## config.mk

```make
export PLATFORM = sky130hd
export DESIGN_NAME = io16_cmd_ctrl
export DESIGN_NICKNAME = d
export VERILOG_FILES = /design/src/rtl/io16_pkg.sv /design/src/rtl/io16_id_match.sv /design/src/rtl/io16_port_bank.sv /design/src/rtl/io16_cmd_ctrl.sv
export SDC_FILE = /design/constraint.sdc
export NUM_CORES = 1
export LEC_CHECK = 0
export CAP_MARGIN = 25
export CELL_PAD_IN_SITES_DETAIL_PLACEMENT = 0
export CELL_PAD_IN_SITES_GLOBAL_PLACEMENT = 1
export CORE_MARGIN = 1
export CORE_UTILIZATION = 28
export DETAILED_ROUTE_END_ITERATION = 10
export GPL_ROUTABILITY_DRIVEN = 1
export PLACE_DENSITY = 0.77
export SYNTH_ARGS = -nofsm -noshare
export SYNTH_HDL_FRONTEND = slang
export SYNTH_SLANG_ARGS = --single-unit
```

## constraint.sdc

```tcl
create_clock -name clk -period 1.75 [get_ports clk]
set_input_delay 0.4375 -clock clk [delete_from_list [all_inputs] [get_ports clk]]
set_output_delay 0.4375 -clock clk [all_outputs]
set_load 0.02 [all_outputs]
```

## src/rtl/io16_pkg.sv

```systemverilog
package io16_pkg;
  localparam int ID_W = 4;
  localparam int OP_W = 4;

  typedef struct packed {
    logic [ID_W-1:0] dev;
    logic [OP_W-1:0] op;
  } iocmd_t;

  localparam int OP_SEL_BIT = 0;
endpackage

```

## src/rtl/io16_id_match.sv

```systemverilog
module io16_id_match #(
  parameter int ID_W = 4,
  parameter logic [ID_W-1:0] DEV_ID = '0
) (
  input  logic            valid,
  input  logic [ID_W-1:0] id,
  output logic            hit
);
  always_comb hit = valid && (id == DEV_ID);
endmodule

```

## src/rtl/io16_port_bank.sv

```systemverilog
module io16_port_bank #(
  parameter int NPORTS = 16,
  parameter int IDX_W  = $clog2(NPORTS)
) (
  input  logic              clk,
  input  logic              rst_n,
  input  logic              gate_we,
  input  logic              lat_we,
  input  logic [IDX_W-1:0]  idx,
  input  logic              wval,
  output logic [NPORTS-1:0] lat_q,
  output logic [NPORTS-1:0] drive_en
);
  logic gate_q;

  always_ff @(posedge clk) begin
    if (!rst_n)       gate_q <= 1'b0;
    else if (gate_we) gate_q <= wval;
  end

  for (genvar g = 0; g < NPORTS; g++) begin : g_port
    always_ff @(posedge clk) begin
      if (!rst_n)                              lat_q[g] <= 1'b0;
      else if (lat_we && idx == IDX_W'(g))     lat_q[g] <= wval;
    end
    always_comb drive_en[g] = gate_q & lat_q[g];
  end

  // written latch takes the written value
  a_r5_latch_write: assert property (@(posedge clk) disable iff (!rst_n)
    lat_we |=> lat_q[$past(idx)] == $past(wval));
  // a pin is driven only where its latch is set
  a_r6_drive_needs_latch: assert property (@(posedge clk) disable iff (!rst_n)
    (drive_en & ~lat_q) == '0);
  // enable write reaches every set latch
  a_r4_gate_write: assert property (@(posedge clk) disable iff (!rst_n)
    (gate_we && !lat_we) |=> drive_en == ($past(wval) ? lat_q : '0));
endmodule

```

## src/rtl/io16_cmd_ctrl.sv

```systemverilog
module io16_cmd_ctrl #(
  parameter int NPORTS = 16,
  parameter int ADDR_W = 6,
  parameter logic [3:0] DEV_ID = 4'h4
) (
  input  logic              clk,
  input  logic              rst_n,
  input  logic              addr_load,
  input  logic [ADDR_W-1:0] addr_bus,
  input  logic              cmd_valid,
  input  logic [7:0]        cmd_byte,
  input  logic              acc_bit,
  input  logic [NPORTS-1:0] pin_in,
  output logic [NPORTS-1:0] pin_out,
  output logic [NPORTS-1:0] pin_oe,
  output logic              rsp_valid,
  output logic              rsp_data
);
  import io16_pkg::*;
  localparam int IDX_W = $clog2(NPORTS);

  iocmd_t           cmd;
  logic             hit;
  logic [IDX_W-1:0] port_q;
  logic             sel_port;

  always_comb cmd = iocmd_t'(cmd_byte);
  always_comb sel_port = cmd.op[OP_SEL_BIT];

  io16_id_match #(.ID_W(ID_W), .DEV_ID(DEV_ID)) u_match (
    .valid(cmd_valid), .id(cmd.dev), .hit(hit)
  );

  always_ff @(posedge clk) begin
    if (!rst_n)         port_q <= '0;
    else if (addr_load) port_q <= addr_bus[IDX_W-1:0];
  end

  io16_port_bank #(.NPORTS(NPORTS), .IDX_W(IDX_W)) u_bank (
    .clk(clk), .rst_n(rst_n),
    .gate_we(hit && !sel_port), .lat_we(hit && sel_port),
    .idx(port_q), .wval(acc_bit),
    .lat_q(pin_out), .drive_en(pin_oe)
  );

  always_ff @(posedge clk) begin
    if (!rst_n) begin
      rsp_valid <= 1'b0;
      rsp_data  <= 1'b0;
    end else begin
      rsp_valid <= hit;
      if (hit) rsp_data <= pin_in[port_q];
    end
  end

  // foreign ID leaves outputs and response untouched
  a_r2_mismatch_ignored: assert property (@(posedge clk) disable iff (!rst_n)
    (cmd_valid && cmd.dev != DEV_ID) |=> ($stable(pin_out) && $stable(pin_oe) && !rsp_valid));
  // response only after a command
  a_r8_rsp_after_cmd: assert property (@(posedge clk) disable iff (!rst_n)
    rsp_valid |-> $past(cmd_valid));
  // no command, no change
  a_r9_hold: assert property (@(posedge clk) disable iff (!rst_n)
    !cmd_valid |=> ($stable(pin_out) && $stable(pin_oe)));
  // reset clears drive
  a_r7_reset_clear: assert property (@(posedge clk)
    !rst_n |=> (pin_oe == '0 && pin_out == '0 && !rsp_valid));
endmodule

```

== Yosys cells after proc, flatten, opt, wreduce, memory -nomap -nowiden ==
Index checks and enable logic that the tools add are counted.
Storage, ports and cells
  bits in registers: 23
  latch bits: 0
  bits in writable memories: 0
  bits in read-only memories: 0
  input port bits: 35
  output and inout bits: 34
  logic and storage cells: 76
  memories: 0
Cells by class
  add/subtract/negate cells: 0
  $mul: 0
  div/mod/pow operators: 0
  order comparisons: 1
  equality and inequality tests: 16
  shifts and indexed selects: 0
  muxes and demuxes: 2
  bitwise logic cells: 16
  reductions and logical operators: 21
Operator list (count)
  == test 4 bit, second input constant: 8
  == test 4 x 3 -> 1 bit, second input constant: 5
  logical AND 1 bit: 19
  bitwise AND 1 bit: 16
  == test 4 x 2 -> 1 bit, second input constant: 2
  less-than comparator 4 x 5 -> 1 bit, second input constant: 1
  binary-select mux 1 bit (select 4 bit): 1
  == test 4 x 1 -> 1 bit, second input constant: 1
  zero test 4 bit: 1
  zero test 1 bit: 1
  2-to-1 mux 1 bit: 1

== Logic depth before layout (Yosys ltp) ==
Gate-level depths: netlist of run 1.
  word-level depth: 4
  depth in mapped cells: 5
  mapped depth without buffers: 4

== By module ==
Synthesis of run 1 repeated with hierarchy kept, for this count alone.
Second synthesis, totals
  cells, all modules: 125
  area total of the unflattened synthesis: 1223.7 um2
By module, submodules not included
  io16_port_bank: instances 1, cells each 88, area each 835.8 um2, seq. area each 340.3 um2
  io16_cmd_ctrl: instances 1, cells each 35, area each 374.1 um2, seq. area each 120.1 um2
  io16_id_match: instances 1, cells each 2, area each 13.8 um2, seq. area each 0.0 um2

== Least setup slack after synthesis of run 1 ==
OpenSTA, ideal clock, no wires.
  path kind: input-to-reg
  from: in cmd_byte[5]
  to: reg u_bank.lat_q[1]
  setup time: 0.126 ns
  data arrival time: 1.421 ns
  required time: 1.624 ns
  setup slack: 0.203 ns
  stages: 5
  buffers on the path: 1
  cell sequence: nor4b_4 > buf_6 > nand3_1 > o31ai_1 > a21boi_1
Between the ends
  word-level cells in the longest chain between the ends: 4
Ends and longest elaborated chain
  start: declaration: RTL line io16_cmd_ctrl.sv:11  | input logic [7:0] cmd_byte,
  == test 4 x 3 -> 1 bit: RTL line io16_id_match.sv:9  | always_comb hit = valid && (id == DEV_ID);
  logical AND 1 bit: RTL line io16_id_match.sv:9
  logical AND 1 bit: RTL line io16_cmd_ctrl.sv:41  | .gate_we(hit && !sel_port), .lat_we(hit && sel_port),
  logical AND 1 bit: RTL line io16_port_bank.sv:24  | else if (lat_we && idx == IDX_W'(g)) lat_q[g] <= wval;
  end signal: indexed assignment: RTL line io16_port_bank.sv:24
  end: declaration: RTL line io16_port_bank.sv:11  | output logic [NPORTS-1:0] lat_q,
Every way passes these cells.
A chain may end at the register's enable or synchronous reset.

== Worst setup path after layout of run 1 ==
Same ends and word-level chain as after synthesis.

==> flow_metrics.tcl, run 1 <==
set metrics [dict create \
    ios 69 \
    vias 1247 \
    synthMuxAreaShare 0.203 \
    fin_util 0.471 \
    synth_warnings 0 \
    cts_tree "built" \
    clock_path_buffers 2 \
    syn_avg_cell_area_um2 9.32 \
    grt_max_degree 20 \
    critical_path_class "input pin to register" \
    cts_buffers 3 \
    ir_drop_v 0.000233 \
    final_max_slew_viol_count 0 \
    fin_nets 242 \
    place.port_buffers 63 \
    status "finished, violations left" \
    grt_overflow 0 \
    final.setup.tns_ps 0 \
    area_growth_pct 59.3 \
    path_buf_inv 2 \
    synth_adder_area_share 0 \
    ant_nets 0 \
    synth_simple_gate_area_frac 0.358 \
    grt_setup_unrepaired "no" \
    clock-sinks 23 \
    synth_xor_area_frac 0 \
    synth-compound-area-share 0.0419 \
    violations "design-rule violations" \
    synth_top_family_by_area "simple AND/OR/NAND/NOR gates" \
    clock_skew_ps 2.21 \
    track_usage 0.142 \
    yosysTopAreaCell "dfxtp_1" \
    initial_core_util 0.296 \
    syn_area_um2 1310 \
    die_y_um 70.5 \
    post-route-drc-count 8 \
    synth_fp_nets 176 \
    antenna_found_initial 0 \
    root_buffer "clkbuf_8" \
    tightest_slew_ps 451 \
    cp-startpoint "cmd_byte[5]" \
    finalSetupViolations 0 \
    crit_path_max_fanout 19 \
    worstSetupEndpointType "register" \
    crit_path_top_delay_cell "clkdlybuf4s50_1" \
    place_hpwl_um 2630 \
    ys_seq_area_frac 0.350 \
    slowest_delay_ps 450 \
    final_common_cell "clkdlybuf4s50_1" \
    htree_levels 1 \
    synth.area.top_cells "dfxtp_1, mux2i_1, nor2b_1" \
    r2r_start "port_q[1]$_SDFFE_PN0P_" \
    p_leak_nw 0.914 \
    cp-endpoint "u_bank.lat_q[1]$_SDFFE_PN0P_" \
    required_ps 1900 \
    fp.coreArea_um2 4440 \
    cp_num_cells 6 \
    rows 24 \
    drive_above_1_share 0.0971 \
    synth-seq-cells 23 \
    fmaxAchievable_mhz 586 \
    max-slew-margin-rel 0.699 \
    r2r-end "u_bank.lat_q[6]$_SDFFE_PN0P_" \
    min_path_type "register to register" \
    cellPowerDensity_nw_per_um2 501 \
    clk_latency_ps 260 \
    yosysUniqueCellTypes 27 \
    path_delay_family "buffers and inverters" \
    hold_start "rsp_data$_SDFFE_PN0P_" \
    finalHoldViolations 0 \
    clk_pin_slew_ps 80 \
    post_drt_wl_per_cell_um 13.2 \
    regToRegSetupSlack_ps 280 \
    final_cell_mix "clkdlybuf4s50_1, dfxtp_1, mux2i_1, nor2b_1, and2_1" \
    wl_um 3410 \
    min_period_ps 1710 \
    die_w_um 70.5 \
    drv_cap 0 \
    netlist_instances 141 \
    die_area_um2 4970 \
    cp-start-kind "input pin" \
    grt_pass1_wl_um 5600 \
    r2r_cells 5 \
    vias_per_cell 4.83 \
    drtPass1Iterations 7 \
    crit_path_cell_trace "clkdlybuf4s50_1 -> nor4b_4 -> buf_12 -> nand3_1 -> o31ai_1 -> a21boi_1" \
    period_share 0.976 \
    synth_top_area_frac 0.350 \
    crit_arrival_ps 1860 \
    diodes 0 \
    grt_pass1_vias 1238 \
    gp_congestion 0.782 \
    drt_iter0_drc 34 \
]
==> sequential cells by signal, indices dropped and copies added (netlist names) <==
| register | flops |
|---|---|
| rsp_data | 1 |
| port_q | 4 |
| rsp_valid | 1 |
| u_bank.gate_q | 1 |
| u_bank.lat_q | 16 |
==> layer usage <==
metal | track usage | up-vias | share of wire
li1 | - | 634 | -
met1 | 0.161 | 571 | 0.43
met2 | 0.270 | 38 | 0.50
met3 | 0.0216 | 4 | 0.052
met4 | 0.0476 | 0 | 0.0088
met5 | 0 | - | 0
==> synth_stat cells <==
| cell type | number |
|---|---|
| o21ai_0 | 2 |
| nor2_1 | 1 |
| and3b_1 | 2 |
| and2_1 | 17 |
| mux2_2 | 1 |
| clkbuf_1 | 8 |
| nor3b_1 | 1 |
| nand4b_1 | 1 |
| nand3b_1 | 2 |
| mux4_2 | 2 |
| a21boi_0 | 1 |
| mux2i_1 | 21 |
| nand4_1 | 16 |
| or2_2 | 1 |
| buf_6 | 1 |
| nor4b_4 | 1 |
| o22a_1 | 1 |
| a31oi_1 | 1 |
| dfxtp_1 | 23 |
| nand3_1 | 5 |
| a21boi_1 | 2 |
| nor2b_1 | 20 |
| nand2_1 | 3 |
| buf_2 | 4 |
| and3_2 | 1 |
| o31ai_1 | 1 |
| and3_1 | 2 |
==> worst min-delay path by stage <==
stage                     depth (start not counted)  slack, ps                      endpoint
after floorplan                                   2        510    u_bank.gate_q$_SDFFE_PN0P_
after global placement                            2        470  u_bank.lat_q[1]$_SDFFE_PN0P_
after detailed placement                          2        490         rsp_data$_SDFFE_PN0P_
after CTS                                         2        510         rsp_data$_SDFFE_PN0P_
after global routing                              2        530  u_bank.lat_q[1]$_SDFFE_PN0P_
final                                             2        500         rsp_data$_SDFFE_PN0P_
==> metrics by stage <==
stage | power [mW] | setup slack [ps] | area (um^2) | hold slack, ps | instances
finish | 1.05 | 42.3 | 2090 | 497 | 258
global route | 1.10 | 2.33 | 2090 | 529 | 258
CTS | 1.07 | 36.2 | 2090 | 506 | 258
detailed placement | 0.734 | -246 | 2070 | 492 | 254
global placement | 0.729 | -145 | 2070 | 474 | 254
floorplan | 0.631 | 203 | 1310 | 505 | 141
==> final cells by class <==
cell class                      count  area (um^2)
Clock buffer                        4         45.0
Fill cell                         450         2350
Multi-Input combinational cell    105          792
Sequential cell                    23          460
Tap cell                           52         65.1
Timing Repair Buffer               74          731
==> worst register-to-register path, delay by kind of cell (launching register included) <==
family	cells	cell delay (ps)
and+or+nand+nor	3	480
DFF	1	460
buffers and inverters	1	210
muxes	1	200
==> cell families after synthesis <==
kind of cell / Yosys count
AND/OR/NAND/NOR: 73
multiplexers: 24
flip-flops: 23
buffers and inverters: 13
AO/OA/AOI/OAI: 8
==> where the power goes <==
part / leakage [nW] / switching, mW / internal, mW / total, mW
registers: 0.186 / 0.0127 / 0.529 / 0.542
logic: 0.706 / 0.0646 / 0.115 / 0.180
clock network: 0.0228 / 0.165 / 0.162 / 0.327
==> what timing repair did <==
item | in CTS | in global routing
resized for setup | 16 | 0
setup endpoints to repair | 16 | 0
buffers inserted | 0 | 0
hold buffers | 0 | 0
Note: power is estimated with default switching activity, not from simulation.
==> inputs of run 2 (changes only) <==
--- a/config.mk
+++ b/config.mk
@@ -12,7 +12,7 @@
 export CORE_UTILIZATION = 28
 export DETAILED_ROUTE_END_ITERATION = 10
 export GPL_ROUTABILITY_DRIVEN = 1
-export PLACE_DENSITY = 0.77
+export PLACE_DENSITY = 0.8
 export SYNTH_ARGS = -nofsm -noshare
 export SYNTH_HDL_FRONTEND = slang
 export SYNTH_SLANG_ARGS = --single-unit
==> run 2 against run 1 <==
Global-route usage grew 0.18 points. Core utilization decreased by 0.084 points. Register-to-register slack better by 30 ps. Non-clock buffer count unchanged. Count of clock-buffer cells in the layout fell by 1. Largest cell class unchanged. The run still ends with design-rule violations left. Maximum frequency down 0.20%.
==> flow_metrics.tcl, run 2 (synthesis results as in run 1) <==
set metrics [dict create \
    total_power_mw 1.06 \
    root_buffer "clkbuf_8" \
    antenna_found_initial 0 \
    hold_start "u_bank.lat_q[1]$_SDFFE_PN0P_" \
    clock_path_buffers 2 \
    vias_per_cell 4.91 \
    final-seq-area_um2 460 \
    worstSetupEndpointType "output pin" \
    r2r-end "rsp_data$_SDFFE_PN0P_" \
    cellPowerDensity_nw_per_um2 507 \
    fp.coreArea_um2 4440 \
    period_share 0.978 \
    place_hpwl_um 2680 \
    path_buf_inv 1 \
    tightest_slew_ps 452 \
    grt_setup_unrepaired "no" \
    clk_latency_ps 270 \
    top_register "u_bank.lat_q" \
    clock_skew_ps 3.65 \
    cts_tree "built" \
    grtUsageMet2 0.262 \
    final_cell_mix "clkdlybuf4s50_1, dfxtp_1, mux2i_1, nor2b_1, and2_1" \
    finalHoldViolations 0 \
    r2r_cells 4 \
    r2r_start "port_q[1]$_SDFFE_PN0P_" \
    path_delay_family "buffers and inverters" \
    ir_drop_v 0.000285 \
    pre_cts_ws_ps -221 \
    status "finished, violations left" \
    die_y_um 70.5 \
    ant_nets 0 \
    fin_nets 242 \
    min_path_type "register to register" \
    met1_usage 0.172 \
    htree_levels 1 \
    regToRegSetupSlack_ps 310 \
    clk_pin_slew_ps 80 \
    multi_input_area_um2 797 \
    area_growth_pct 59.0 \
    critical_path_class "register to output pin" \
    violations "design-rule violations" \
    crit_path_cell_trace "clkdlybuf4s50_1" \
    finalSetupViolations 0 \
    drtPass1Iterations 7 \
    place.port_buffers 63 \
    gp_congestion 0.764 \
    cts_buffers 3 \
    clock-sinks 23 \
    min_path_cells 2 \
    cts_hold_buf 0 \
    drt_iter0_drc 63 \
    top_regs "u_bank.lat_q x16, port_q x4" \
    die_area_um2 4970 \
    track_usage 0.144 \
    layout_setup_ws_ps 39.0 \
    post_drt_wl_per_cell_um 13.5 \
    grt_overflow 0 \
    rows 24 \
    final_max_slew_viol_count 0 \
    grt_busiest_layer "met2" \
    fin_area_um2 2090 \
    slowest_delay_ps 620 \
    drv_cap 0 \
    crit_path_top_delay_cell "clkdlybuf4s50_1" \
    place_area_um2 2060 \
    max-slew-margin-rel 0.698 \
    final_common_cell "clkdlybuf4s50_1" \
    crit_arrival_ps 1270 \
    p_leak_nw 0.908 \
    holdPathEnd "u_bank.lat_q[1]$_SDFFE_PN0P_" \
    diodes 0 \
    dp.cells 254 \
    post-route-drc-count 10 \
    drive_above_1_share 0.107 \
    cp-start-kind "register" \
    largest_reg_flops 16 \
    die_w_um 70.5 \
    ios 69 \
    use_met3 0.0260 \
    min_period_ps 1710 \
    wl_um 3480 \
    fin_cells 258 \
    fillCellCount 433 \
    final.setup.tns_ps 0 \
    grt_pass1_wl_um 5690 \
    initial_core_util 0.296 \
    crit_path_max_fanout 3 \
    grt_max_degree 20 \
    grt_pass1_vias 1231 \
    required_ps 1310 \
    vias 1266 \
    fmaxAchievable_mhz 584 \
]
run 2: changes by cell type in the layout (fill, tap and decap cells not counted), sizes merged:
cell,change
clkdlybuf4s15,+2
clkinv,+1
clkbuf,-1
dlygate4sd2,-2
run 2: area by class of cell:
type,instances,area share
timing repair buffer,74,0.345
multi-input combinational,105,0.381
tap,52,0.0311
clock buffer,3,0.0198
clock inverter,1,0.00240
sequential,23,0.220
run 2: metrics by stage:
stage                     hold slack [ps]   util
after floorplan                       505      -
after global placement                475  0.463
after detailed placement              491  0.463
after CTS                             503  0.468
after global routing                  528  0.470
final                                 496  0.470
run 2: repair_timing:
action                                  4_1_cts  5_1_grt
pin swaps                                     0        1
gates resized for setup                      16        3
endpoints found under the setup margin       16        3
buffers inserted                              0        0
run 2: worst max path at each step:
stage | startpoint | to | slack (ps) | cells past startpoint
4_1_cts | u_bank.lat_q[3]$_SDFFE_PN0P_ | pin_out[3] | 40 | 1
3_3_place_gp | cmd_byte[5] | u_bank.lat_q[1]$_SDFFE_PN0P_ | -150 | 6
5_1_grt | u_bank.lat_q[3]$_SDFFE_PN0P_ | pin_out[3] | 1 | 1
2_1_floorplan | cmd_byte[5] | u_bank.lat_q[1]$_SDFFE_PN0P_ | 200 | 5
3_5_place_dp | cmd_byte[5] | u_bank.lat_q[1]$_SDFFE_PN0P_ | -220 | 6
6_report | u_bank.lat_q[3]$_SDFFE_PN0P_ | pin_out[3] | 40 | 1
run 2: where the power goes:
part / switching [mW] / leakage [nW] / internal, mW
Clock: 0.178 / 0.0255 / 0.159
Combinational: 0.0655 / 0.697 / 0.113
Sequential: 0.0130 / 0.186 / 0.529
Total: 0.257 / 0.908 / 0.802
run 2: layer usage:
layer / routed length [um] / up-vias
met5: 0 / -
met4: 32 / 0
met3: 229 / 4
met2: 1720 / 50
met1: 1500 / 582
li1: - / 630
